$ cat src/rtl/pm_evt_pkg.sv
package pm_evt_pkg;
  localparam int STS_W   = 3;
  localparam int OVF_IDX = 0;
  localparam int GLB_IDX = 1;
  localparam int BM_IDX  = 2;
endpackage

$ cat src/rtl/pm_w1c_cell.sv
module pm_w1c_cell (
  input  logic clk_i,
  input  logic rst_ni,
  input  logic set_i,
  input  logic clr_i,
  output logic q_o
);
  logic q_q;

  // set has priority over a same-cycle clear
  always_ff @(posedge clk_i or negedge rst_ni) begin
    if (!rst_ni)      q_q <= 1'b0;
    else if (set_i)   q_q <= 1'b1;
    else if (clr_i)   q_q <= 1'b0;
  end

  assign q_o = q_q;

  p_set_wins_r9: assert property (@(posedge clk_i) disable iff (!rst_ni)
    set_i |=> q_o);
  p_clr_r8: assert property (@(posedge clk_i) disable iff (!rst_ni)
    (clr_i && !set_i) |=> !q_o);
  p_hold_r8: assert property (@(posedge clk_i) disable iff (!rst_ni)
    (!clr_i && !set_i) |=> $stable(q_o));
endmodule

$ cat src/rtl/pm_timer.sv
module pm_timer #(
  parameter int TMR_W   = 24,
  parameter int OVF_BIT = 22
) (
  input  logic             clk_i,
  input  logic             rst_ni,
  input  logic             tick_i,
  output logic [TMR_W-1:0] cnt_o,
  output logic             ovf_o
);
  localparam logic [TMR_W-1:0] ONE = TMR_W'(1);

  logic [TMR_W-1:0] cnt_q, cnt_nxt;

  assign cnt_nxt = cnt_q + ONE;

  always_ff @(posedge clk_i or negedge rst_ni) begin
    if (!rst_ni)     cnt_q <= '0;
    else if (tick_i) cnt_q <= cnt_nxt;
  end

  // rising edge of the watched bit
  assign ovf_o = tick_i & cnt_nxt[OVF_BIT] & ~cnt_q[OVF_BIT];
  assign cnt_o = cnt_q;

  p_wrap_r1: assert property (@(posedge clk_i) disable iff (!rst_ni)
    (tick_i && (&cnt_q)) |=> (cnt_q == '0));
  p_hold_r1: assert property (@(posedge clk_i) disable iff (!rst_ni)
    !tick_i |=> $stable(cnt_q));
  p_step_r1: assert property (@(posedge clk_i) disable iff (!rst_ni)
    tick_i |=> (cnt_q == TMR_W'($past(cnt_q) + ONE)));
endmodule

$ cat src/rtl/pm_bm_detect.sv
module pm_bm_detect #(
  parameter int N_REQ = 4
) (
  input  logic [N_REQ-1:0] bus_req_i,
  input  logic             int_req_i,
  input  logic             busy_i,
  input  logic             c2_msg_i,
  input  logic             deep_c_i,
  input  logic             dma_act_i,
  output logic             bm_set_o,
  output logic             dma_set_o
);
  logic c2_hit;

  assign c2_hit    = c2_msg_i & deep_c_i;
  assign bm_set_o  = (|bus_req_i) | int_req_i | busy_i | c2_hit | dma_act_i;
  assign dma_set_o = dma_act_i;
endmodule

$ cat src/rtl/pm_evt_route.sv
module pm_evt_route (
  input  logic ovf_sts_i,
  input  logic glb_sts_i,
  input  logic ovf_en_i,
  input  logic sci_mode_i,
  output logic sci_o,
  output logic smi_o
);
  logic ovf_evt;

  assign ovf_evt = ovf_sts_i & ovf_en_i;
  assign sci_o   = (ovf_evt & sci_mode_i) | glb_sts_i;
  assign smi_o   = ovf_evt & ~sci_mode_i;
endmodule

$ cat src/rtl/pm_evt_unit.sv
module pm_evt_unit
  import pm_evt_pkg::*;
#(
  parameter int TMR_W   = 24,
  parameter int OVF_BIT = 22,
  parameter int N_REQ   = 4
) (
  input  logic             clk_i,
  input  logic             rst_ni,
  input  logic             tick_i,
  input  logic             bios_rel_i,
  input  logic [N_REQ-1:0] bus_req_i,
  input  logic             int_req_i,
  input  logic             busy_i,
  input  logic             c2_msg_i,
  input  logic             deep_c_i,
  input  logic             dma_act_i,
  input  logic             bm_mask_i,
  input  logic             sci_mode_i,
  input  logic             ovf_en_i,
  input  logic             wr_i,
  input  logic [STS_W-1:0] wdata_i,
  output logic [TMR_W-1:0] tmr_o,
  output logic [STS_W-1:0] sts_o,
  output logic             sci_o,
  output logic             smi_o
);
  logic             ovf_set, bm_set, dma_set, dma_q;
  logic [STS_W-1:0] set_vec, clr_vec, sts_q;

  pm_timer #(.TMR_W(TMR_W), .OVF_BIT(OVF_BIT)) u_tmr (
    .clk_i (clk_i),
    .rst_ni(rst_ni),
    .tick_i(tick_i),
    .cnt_o (tmr_o),
    .ovf_o (ovf_set)
  );

  pm_bm_detect #(.N_REQ(N_REQ)) u_bm (
    .bus_req_i(bus_req_i),
    .int_req_i(int_req_i),
    .busy_i   (busy_i),
    .c2_msg_i (c2_msg_i),
    .deep_c_i (deep_c_i),
    .dma_act_i(dma_act_i),
    .bm_set_o (bm_set),
    .dma_set_o(dma_set)
  );

  always_comb begin
    set_vec          = '0;
    set_vec[OVF_IDX] = ovf_set;
    set_vec[GLB_IDX] = bios_rel_i;
    set_vec[BM_IDX]  = bm_set;
  end

  assign clr_vec = wdata_i & {STS_W{wr_i}};

  for (genvar i = 0; i < STS_W; i++) begin : g_sts
    pm_w1c_cell u_cell (
      .clk_i (clk_i),
      .rst_ni(rst_ni),
      .set_i (set_vec[i]),
      .clr_i (clr_vec[i]),
      .q_o   (sts_q[i])
    );
  end

  // remembers a DMA-caused set until the bus-master flag is cleared
  pm_w1c_cell u_dma (
    .clk_i (clk_i),
    .rst_ni(rst_ni),
    .set_i (dma_set),
    .clr_i (clr_vec[BM_IDX]),
    .q_o   (dma_q)
  );

  always_comb begin
    sts_o         = sts_q;
    sts_o[BM_IDX] = sts_q[BM_IDX] & (~bm_mask_i | dma_q);
  end

  pm_evt_route u_route (
    .ovf_sts_i (sts_q[OVF_IDX]),
    .glb_sts_i (sts_q[GLB_IDX]),
    .ovf_en_i  (ovf_en_i),
    .sci_mode_i(sci_mode_i),
    .sci_o     (sci_o),
    .smi_o     (smi_o)
  );

  p_ovf_set_r2: assert property (@(posedge clk_i) disable iff (!rst_ni)
    $rose(tmr_o[OVF_BIT]) |-> sts_o[OVF_IDX]);
  p_glb_sci_r4: assert property (@(posedge clk_i) disable iff (!rst_ni)
    sts_o[GLB_IDX] |-> sci_o);
  p_bm_silent_r6: assert property (@(posedge clk_i) disable iff (!rst_ni)
    (!sts_o[GLB_IDX] && !(sts_o[OVF_IDX] && ovf_en_i)) |-> (!sci_o && !smi_o));
  p_mask_r7: assert property (@(posedge clk_i) disable iff (!rst_ni)
    (bm_mask_i && !dma_q) |-> !sts_o[BM_IDX]);
  p_smi_mode_r3: assert property (@(posedge clk_i) disable iff (!rst_ni)
    smi_o |-> (!sci_mode_i && ovf_en_i));
endmodule

$ cat config.mk
export PLATFORM = sky130hd
export DESIGN_NAME = pm_evt_unit
export DESIGN_NICKNAME = d
export VERILOG_FILES = /design/src/rtl/pm_evt_pkg.sv /design/src/rtl/pm_w1c_cell.sv /design/src/rtl/pm_timer.sv /design/src/rtl/pm_bm_detect.sv /design/src/rtl/pm_evt_route.sv /design/src/rtl/pm_evt_unit.sv
export SDC_FILE = /design/constraint.sdc
export NUM_CORES = 1
export LEC_CHECK = 0
export ABC_AREA = 1
export CAP_MARGIN = 20
export CORE_ASPECT_RATIO = 0.75
export CORE_UTILIZATION = 35
export CTS_BUF_LIST = sky130_fd_sc_hd__clkbuf_4 sky130_fd_sc_hd__clkbuf_8
export DETAILED_ROUTE_END_ITERATION = 8
export PLACE_DENSITY = 0.62
export SYNTH_ARGS = -nofsm -noshare
export SYNTH_HDL_FRONTEND = slang
export SYNTH_HIERARCHICAL = 1
export SYNTH_SLANG_ARGS = --single-unit
$ cat constraint.sdc
create_clock -name clk_i -period 3.48 [get_ports clk_i]
set_clock_uncertainty 0.15 [all_clocks]
set_input_delay 0.522 -clock clk_i [delete_from_list [all_inputs] [get_ports clk_i]]
set_output_delay 0.522 -clock clk_i [all_outputs]
set_load 0.01 [all_outputs]
==> results.sh <==
export IMPL_run_status="finished, final reports clean"
export IMPL_die_w_um=78.10
export IMPL_wl_per_cell_um=10.10
export IMPL_critPathKind="input port to output pin"
export IMPL_r2r_start="u_tmr/cnt_o[0]"
export IMPL_cts_buffers=3
export IMPL_yosys_area_top_type_share=0.4609
export IMPL_avgSynthCellArea_sq_um=7.877
export IMPL_worstHoldEndpoint="u_dma/q_o"
export IMPL_syn_to_final_growth_pct=38.44
export IMPL_port_buffer_count=48
export IMPL_power_uw=824.3
export IMPL_finalInstanceArea_sq_mm=0.002105
export IMPL_die_y_um=59.08
export IMPL_ant_nets=0
export IMPL_antenna_found_initial=0
export IMPL_grt_overflow=0
export IMPL_grt_pass1_wl_um=5216
export IMPL_slew_headroom=0.7614
export IMPL_worst_slew_pin_slew_ps=357.9
export IMPL_drive_above_1_share=0.08678
export IMPL_globalplace_congestion=0.7329
export IMPL_wl_um=2999
export IMPL_ff2ff_setup_slack_ps=1850
export IMPL_cp_arrival_ps=1680
export IMPL_core_area_sq_mm=0.004104
export IMPL_rsz0062_at_grt="no"
export IMPL_vias_per_cell=4.232
export IMPL_die_area_sq_mm=0.004614
export IMPL_dp_hpwl_um=2308
export IMPL_syn_inst=193
export IMPL_initial_core_util=0.3704
export IMPL_finalMaxSlewViolations=0
export IMPL_p_leak_nw=1.018
export IMPL_setup_viol=0
export IMPL_drc=0
export IMPL_dp_cells=293
export IMPL_cap_viol_max_count=0
export IMPL_hold_class="flop to flop"
export IMPL_min_period_ps=2350
export IMPL_clock_sinks=28
export IMPL_cts_buffer_depth=2
export IMPL_cts_tree="yes"
export IMPL_syn_area_sq_mm=0.001520
export IMPL_grtUsageTotal=0.1463
export IMPL_antenna_cells=0
export IMPL_min_from="u_dma/q_o"
export IMPL_drtPass1Iterations=4
export IMPL_synthTopCellsByArea="dfrtp_1 (46%), nand2_1 (14%), inv_1 (8.1%), xnor2_1 (4.6%), xor2_1 (4.6%)"
export IMPL_instances_no_fill=297
export IMPL_cts_setup_buffers=0
export IMPL_final_cell_mix="nand2_1 (57), clkdlybuf4s50_1 (48), inv_1 (33), dfrtp_1 (28), nor2_1 (18)"
export IMPL_yosysSeqAreaShare=0.4609
export IMPL_dpl_worst_slack_ps=1136
export IMPL_fin_ws_ps=1130
export IMPL_yosysUniqueCellTypes=22
export IMPL_worst_hold_slack_ps=328.8
export IMPL_worstRegToRegCells=10
export IMPL_holdPathStages=2
export IMPL_p_per_area_mw_per_mm2=391.7
export IMPL_fmaxAchievable_mhz=425.5
export IMPL_place_area_sq_mm=0.002049
export IMPL_yosysWarnings=6
export IMPL_fin_nets=264
export IMPL_first_iter_violations=49
export IMPL_cts_repair_resized=0
export IMPL_path_clk_slew_ps=90
export IMPL_ir_drop_uv=213.0
export IMPL_timing_rr_end="u_tmr/cnt_o[20]"
export IMPL_layout_cells_most_common="nand2_1"
export IMPL_holdBufCountCts=0
export IMPL_cts_root_buffer="clkbuf_8"
export IMPL_grt_start_max_net_pins=29
export IMPL_min_period_over_period=0.6754
export IMPL_grt_pass1_vias=1162
export IMPL_ys_seq_elements=28
export IMPL_finalSetupTns_ps=0
export IMPL_clk_latency_ps=280
export IMPL_vias=1257
export IMPL_rows=20
export IMPL_io_pins=49
export IMPL_syn_nets=214
export IMPL_htreeDepth=1
export IMPL_critical_path_startpoint_type="input port"
export IMPL_path_max_fanout=2
export IMPL_synth_top_cell_by_area="dfrtp_1"
export IMPL_hold_viol=0
export IMPL_crit_path_end_kind="output pin"
export IMPL_crit_required_ps=2810
export IMPL_final_util=0.5128
flip-flops by register name, summed over array words and instances, names as in the netlist:
signal / cells
u_tmr/cnt_o: 24
g_sts.u_cell/q_o: 3
u_dma/q_o: 1
synthesized netlist by cell type, drive strengths merged:
master and instances:
clkinv 1, a21oi 1, inv 35, o21ai 2
xnor2 8, nor2 23, dfrtp 28, nand2 63
nand3b 1, nor3 2, ha 1, xor2 8
nand3 10, nand4 5, a31oi 1, buf 4
metal layers:
metal	part of all wire	routed length [um]	global-route usage
met1	0.52	1560	0.2066
met2	0.41	1217	0.2206
met3	0.068	203	0.04615
met4	0.0063	19	0.03175
met5	0	0	0
worst max-delay path, stage by stage:
cell             delay [ps]
clkdlybuf4s50_1         490
nand3_1                  90
nand2_1                  60
clkdlybuf4s50_1         520
logic make-up after synthesis:
group | share of synthesized area
simple gates | 0.3152
flops | 0.4609
buf+inv | 0.1070
compound gates | 0.01646
fa+ha+maj | 0.008229
xor+xnor | 0.09218
area by class of cell:
| type | instances | area (sq um) |
|---|---|---|
| multi-input combinational | 125 | 656.9 |
| fill | 407 | 1999 |
| tap | 55 | 68.82 |
| timing repair buffer | 49 | 488.0 |
| sequential | 28 | 700.7 |
| inverter | 36 | 135.1 |
| clock buffer | 4 | 55.05 |
report_power, final:
part	total (mW)	leakage, nW	switching (mW)	internal (mW)
Sequential	0.410	0.362	0.0477	0.362
Combinational	0.214	0.627	0.0965	0.118
Clock	0.200	0.0288	0.0986	0.101
worst max-delay path by stage:
| stage | start | end | slack [ps] | cells past startpoint |
|---|---|---|---|---|
| 4_1_cts | sci_mode_i | sci_o | 1130 | 4 |
| 6_report | sci_mode_i | sci_o | 1130 | 4 |
| 2_1_floorplan | tick_i | u_tmr/cnt_o[23] | 1900 | 8 |
| 3_5_place_dp | sci_mode_i | sci_o | 1140 | 4 |
| 5_1_grt | sci_mode_i | sci_o | 1080 | 4 |
| 3_3_place_gp | ovf_en_i | smi_o | 1160 | 4 |
(Power assumes the default switching activity.)
